[config.mk]
export PLATFORM = sky130hd
export DESIGN_NAME = invLinkEncoder
export DESIGN_NICKNAME = d
export VERILOG_FILES = /design/src/rtl/invLinkPkg.sv /design/src/rtl/invLinkCtrl.sv /design/src/rtl/invLinkDatapath.sv /design/src/rtl/invLinkEncoder.sv
export SDC_FILE = /design/constraint.sdc
export NUM_CORES = 1
export LEC_CHECK = 0
export BUFFER_PORTS_ARGS = -buffer_cell sky130_fd_sc_hd__buf_4
export CAP_MARGIN = 20
export CORE_MARGIN = 4
export CORE_UTILIZATION = 40
export CTS_CLUSTER_DIAMETER = 50
export DETAILED_ROUTE_END_ITERATION = 8
export PLACE_DENSITY = 0.61
export SLEW_MARGIN = 20
export SYNTH_ARGS = -nofsm -noshare
export SYNTH_HDL_FRONTEND = slang
export SYNTH_SLANG_ARGS = --single-unit
[constraint.sdc]
create_clock -name clk -period 7.8 [get_ports clk]
set_input_delay 0.78 -clock clk [delete_from_list [all_inputs] [get_ports clk]]
set_output_delay 0.78 -clock clk [all_outputs]
set_load 0.05 [all_outputs]
[src/rtl/invLinkPkg.sv]
package invLinkPkg;

  localparam int CODE_W = 4;

  typedef enum logic [1:0] {
    KIND_DATA = 2'd0,
    KIND_CTRL = 2'd1,
    KIND_IDLE = 2'd2
  } wordKind_e;

  // plain type codes; bit 3 leaves first, bits 2 and 1 always differ
  localparam logic [CODE_W-1:0] CODE_DATA = 4'b1100;
  localparam logic [CODE_W-1:0] CODE_CTRL = 4'b1101;
  localparam logic [CODE_W-1:0] CODE_IDLE = 4'b1011;

  typedef struct packed {
    logic [CODE_W-1:0] fieldCode;
    logic              invertWord;
  } encStrobe_t;

endpackage

[src/rtl/invLinkCtrl.sv]
module invLinkCtrl
  import invLinkPkg::*;
#(
  parameter int DISP_W = 7
) (
  input  logic                     clk,
  input  logic                     rstN,
  input  logic                     payloadValid,
  input  logic [1:0]               wordKindIn,
  input  logic signed [DISP_W-1:0] wordDisp,
  output logic                     idleSel,
  output encStrobe_t               strobe
);

  wordKind_e resolvedKind;
  wordKind_e kindQ;
  logic signed [DISP_W-1:0] runDisp;
  logic signed [DISP_W-1:0] runDispNext;
  logic invertNow;

  // stage 0: resolve the requested type
  always_comb begin
    if (!payloadValid)            resolvedKind = KIND_IDLE;
    else if (wordKindIn == 2'd0)  resolvedKind = KIND_DATA;
    else if (wordKindIn == 2'd1)  resolvedKind = KIND_CTRL;
    else                          resolvedKind = KIND_IDLE;
  end

  assign idleSel = (resolvedKind == KIND_IDLE);

  always_ff @(posedge clk or negedge rstN) begin
    if (!rstN) kindQ <= KIND_IDLE;
    else       kindQ <= resolvedKind;
  end

  // stage 1: type code and balance decision
  always_comb begin
    case (kindQ)
      KIND_DATA: strobe.fieldCode = CODE_DATA;
      KIND_CTRL: strobe.fieldCode = CODE_CTRL;
      default:   strobe.fieldCode = CODE_IDLE;
    endcase
  end

  assign invertNow = ((runDisp > 0) && (wordDisp > 0)) ||
                     ((runDisp < 0) && (wordDisp < 0));
  assign strobe.invertWord = invertNow;
  assign runDispNext = invertNow ? (runDisp - wordDisp) : (runDisp + wordDisp);

  always_ff @(posedge clk or negedge rstN) begin
    if (!rstN) runDisp <= '0;
    else       runDisp <= runDispNext;
  end

endmodule

[src/rtl/invLinkDatapath.sv]
module invLinkDatapath
  import invLinkPkg::*;
#(
  parameter int PAYLOAD_W = 16,
  parameter int DISP_W    = 7
) (
  input  logic                        clk,
  input  logic                        rstN,
  input  logic [PAYLOAD_W-1:0]        payloadIn,
  input  logic                        idleSel,
  input  encStrobe_t                  strobe,
  output logic signed [DISP_W-1:0]    wordDisp,
  output logic [CODE_W+PAYLOAD_W-1:0] lineWord
);

  localparam int WORD_W = CODE_W + PAYLOAD_W;
  localparam int CNT_W  = $clog2(WORD_W + 1);
  localparam logic [PAYLOAD_W-1:0] IDLE_PAYLOAD =
    PAYLOAD_W'((64'd1 << (PAYLOAD_W / 2)) - 64'd1);

  logic [PAYLOAD_W-1:0] payloadQ;
  logic [WORD_W-1:0]    rawWord;
  logic [CNT_W-1:0]     onesCnt;

  always_ff @(posedge clk or negedge rstN) begin
    if (!rstN)        payloadQ <= IDLE_PAYLOAD;
    else if (idleSel) payloadQ <= IDLE_PAYLOAD;
    else              payloadQ <= payloadIn;
  end

  assign rawWord = {strobe.fieldCode, payloadQ};

  always_comb begin
    onesCnt = '0;
    for (int i = 0; i < WORD_W; i++) onesCnt = onesCnt + CNT_W'(rawWord[i]);
  end

  assign wordDisp = $signed(DISP_W'(onesCnt) <<< 1) - $signed(DISP_W'(WORD_W));

  always_ff @(posedge clk or negedge rstN) begin
    if (!rstN)                  lineWord <= {CODE_IDLE, IDLE_PAYLOAD};
    else if (strobe.invertWord) lineWord <= ~rawWord;
    else                        lineWord <= rawWord;
  end

endmodule

[src/rtl/invLinkEncoder.sv]
module invLinkEncoder
  import invLinkPkg::*;
#(
  parameter int PAYLOAD_W = 16
) (
  input  logic                        clk,
  input  logic                        rstN,
  input  logic                        payloadValid,
  input  logic [1:0]                  wordKind,
  input  logic [PAYLOAD_W-1:0]        payload,
  output logic [CODE_W+PAYLOAD_W-1:0] lineWord
);

  localparam int WORD_W = CODE_W + PAYLOAD_W;
  localparam int DISP_W = $clog2(WORD_W + 1) + 2;

  encStrobe_t strobe;
  logic idleSel;
  logic signed [DISP_W-1:0] wordDisp;

  invLinkCtrl #(.DISP_W(DISP_W)) uCtrl (
    .clk          (clk),
    .rstN         (rstN),
    .payloadValid (payloadValid),
    .wordKindIn   (wordKind),
    .wordDisp     (wordDisp),
    .idleSel      (idleSel),
    .strobe       (strobe)
  );

  invLinkDatapath #(.PAYLOAD_W(PAYLOAD_W), .DISP_W(DISP_W)) uData (
    .clk       (clk),
    .rstN      (rstN),
    .payloadIn (payload),
    .idleSel   (idleSel),
    .strobe    (strobe),
    .wordDisp  (wordDisp),
    .lineWord  (lineWord)
  );

endmodule

==> flow_summary.json <==
{
  "status": "finished, final reports clean",
  "grt_pass1_vias": 1489,
  "postRouteAntennaNets": 0,
  "synth_top_family_by_area": "adder cells",
  "cts_sinks": 44,
  "port_buffers": 40,
  "synth.top_cell.area_share": 0.2484,
  "gp_congestion": 0.7969,
  "synth-compound-area-share": 0.06625,
  "endpoint_kind": "register",
  "clkLatencyLatePin_ps": 290,
  "ys_seq_area_frac": 0.4658,
  "min_period_ps": 6641,
  "post-synth-top-count-cell": "inv_1",
  "track_usage": 0.1149,
  "stdcell_count": 320,
  "htree_levels": 2,
  "synthSimpleGateAreaFrac": 0.1051,
  "synth_edf_count": 0,
  "critPathMaxFanout": 22,
  "synth.yosys.warnings": 0,
  "netlist_area_um2": 2417,
  "synth.area.top_cells": "dfrtp_1, dfstp_2, fa_1, ha_1, xnor2_1",
  "syn_nets": 250,
  "critPathLaunchType": "register",
  "arrival_ps": 6860,
  "relSlewSlack": 0.5892,
  "clock_path_buffers": 2,
  "min_period_over_period": 0.8514,
  "maxCapViolCount": 0,
  "numCtsBuffers": 5,
  "num_rows": 28,
  "regArea_um2": 1126,
  "multi_input_area_um2": 1124,
  "post-synth-top-area-cell": "dfrtp_1",
  "final_nets": 293,
  "final_layout_size_suffix_gt1_frac": 0.3224,
  "cts-root-buf": "clkbuf_8",
  "dp_cells": 312,
  "io_pins": 41,
  "clock_skew_ps": 3.633,
  "synth_xor_area_frac": 0.1071,
  "setup_violations": 0,
  "grt_pass1_wl_um": 6499,
  "dp_hpwl_um": 2992,
  "worstMarginPinSlew_ps": 613.5,
  "vias": 1454,
  "synth_mux_area_frac": 0,
  "synthFlopType": "dfrtp_1",
  "dieWidth_um": 85.74,
  "diodes": 0,
  "nFillCells": 556,
  "syn_area_per_cell_um2": 12.03,
  "required_ps": 8020,
  "dr.pass1.iters": 4,
  "async_flop_share": 1.000,
  "drc": 0,
  "grt_antenna_before_repair": 0,
  "dieArea_um2": 7351,
  "cts.repair.resized": 0,
  "syn_inst": 201,
  "vias_per_cell": 4.544,
  "core_um2": 5886,
  "cts_tree": "done",
  "hold_slack_ps": 459.0,
  "ys_seq_elements": 44,
  "gr-total-overflow": 0,
  "fin_area_um2": 2887,
  "wl_per_cell_um": 11.82,
  "path_clk_slew_ps": 80,
  "worst-setup-path-type": "register to register",
  "syn2layout_area_growth_pct": 19.41,
  "drt_wl_total_um": 3781,
  "drv_slew": 0,
  "synth_fa_ha_area_frac": 0.1853,
  "netlist_top_cells_count": "inv_1, dfrtp_1, dfstp_2",
  "postPlaceCellArea_um2": 2769,
  "die_h_um": 85.74,
  "holdBufCountCts": 0,
  "hold_class": "primary input to async pin",
  "rsz0062_at_grt": "no",
  "setup-tns-final_ps": 0,
  "first_iter_violations": 49,
  "grt_max_degree": 45,
  "cts_setup_buffers": 0,
  "finalHoldViolCount": 0,
  "start_util": 0.4107,
  "max_freq_mhz": 150.6,
  "synth_cell_type_count": 37
}
-- layout by cell type (no fill, tap or decap), types with 5 or more instances in the layout --
cell / instances
a21oi_1: 8
xor2_1: 5
nand2_1: 5
ha_1: 15
xnor2_1: 18
dfstp_2: 20
buf_4: 40
inv_1: 34
and2_1: 10
nor2_1: 10
dfrtp_1: 24
clkbuf_8: 5
fa_1: 13
nand2b_1: 8
a21o_1: 6
-- registers in the layout, summed over array words and instances, names as in the netlist --
name,count
uCtrl.runDisp,6
uData.payloadQ,16
uData.lineWord,20
uCtrl.kindQ,2
-- area by class of cell --
type	count	area share
Inverter	34	0.04421
Clock buffer	5	0.02384
Timing Repair Buffer	40	0.1040
Tap cell	75	0.03251
Sequential cell	44	0.3901
Multi-Input combinational cell	119	0.3893
Clock inverter	3	0.01604
-- worst max-delay path, stage by stage (launching register included) --
cell and delay [ps]:
dfstp_2 540, inv_1 50, fa_1 540, fa_1 430
fa_1 530, fa_1 430, fa_1 470, fa_1 440
fa_1 590, xor3_2 480, nand2_1 120, a41oi_2 150
o22a_4 400, and2b_1 230, xor2_1 140, ha_1 310
a21o_1 190, a21o_1 170, a21oi_1 180, xor2_1 170
-- per-layer routing --
layer | vias up | part of all wire | track usage
met3 | 5 | 0.055 | 0.03362
li1 | 706 | - | -
met5 | - | 0 | 0
met2 | 37 | 0.52 | 0.2020
met1 | 706 | 0.41 | 0.1338
met4 | 0 | 0.016 | 0.03885
-- logic make-up after synthesis --
group	Yosys count
AOI/OAI and AO/OA	21
xor gates and xnor gates	26
adders and majority gates	28
buffers and inverters	38
DFF	44
and+or+nand+nor	44
-- worst paths after layout --
check	from	end	slack, ps	cells after the start
setup / recovery	uData.payloadQ[2]	uCtrl.runDisp[6]	1160	19
hold / removal	rstN	uCtrl.runDisp[3]	460	1
setup reg to reg	uData.payloadQ[2]	uCtrl.runDisp[6]	1160	19
hold reg to reg	uData.payloadQ[15]	uData.lineWord[15]	480	1
max in group asynchronous	rstN	uData.payloadQ[4]	6970	1
min in group clk	uData.payloadQ[15]	uData.lineWord[15]	480	1
-- through the flow --
| stage | util | worst slack, ps |
|---|---|---|
| final | 0.4904 | 1159 |
| after CTS | 0.4900 | 1106 |
| after floorplan | - | 1477 |
| after global placement | 0.4705 | 1310 |
| after global routing | 0.4904 | 789.7 |
| after detailed placement | 0.4705 | 1128 |
Power is left out: the tool's default activity adds up to more than one toggle a clock period on the data nets, which glitch-free logic cannot reach.
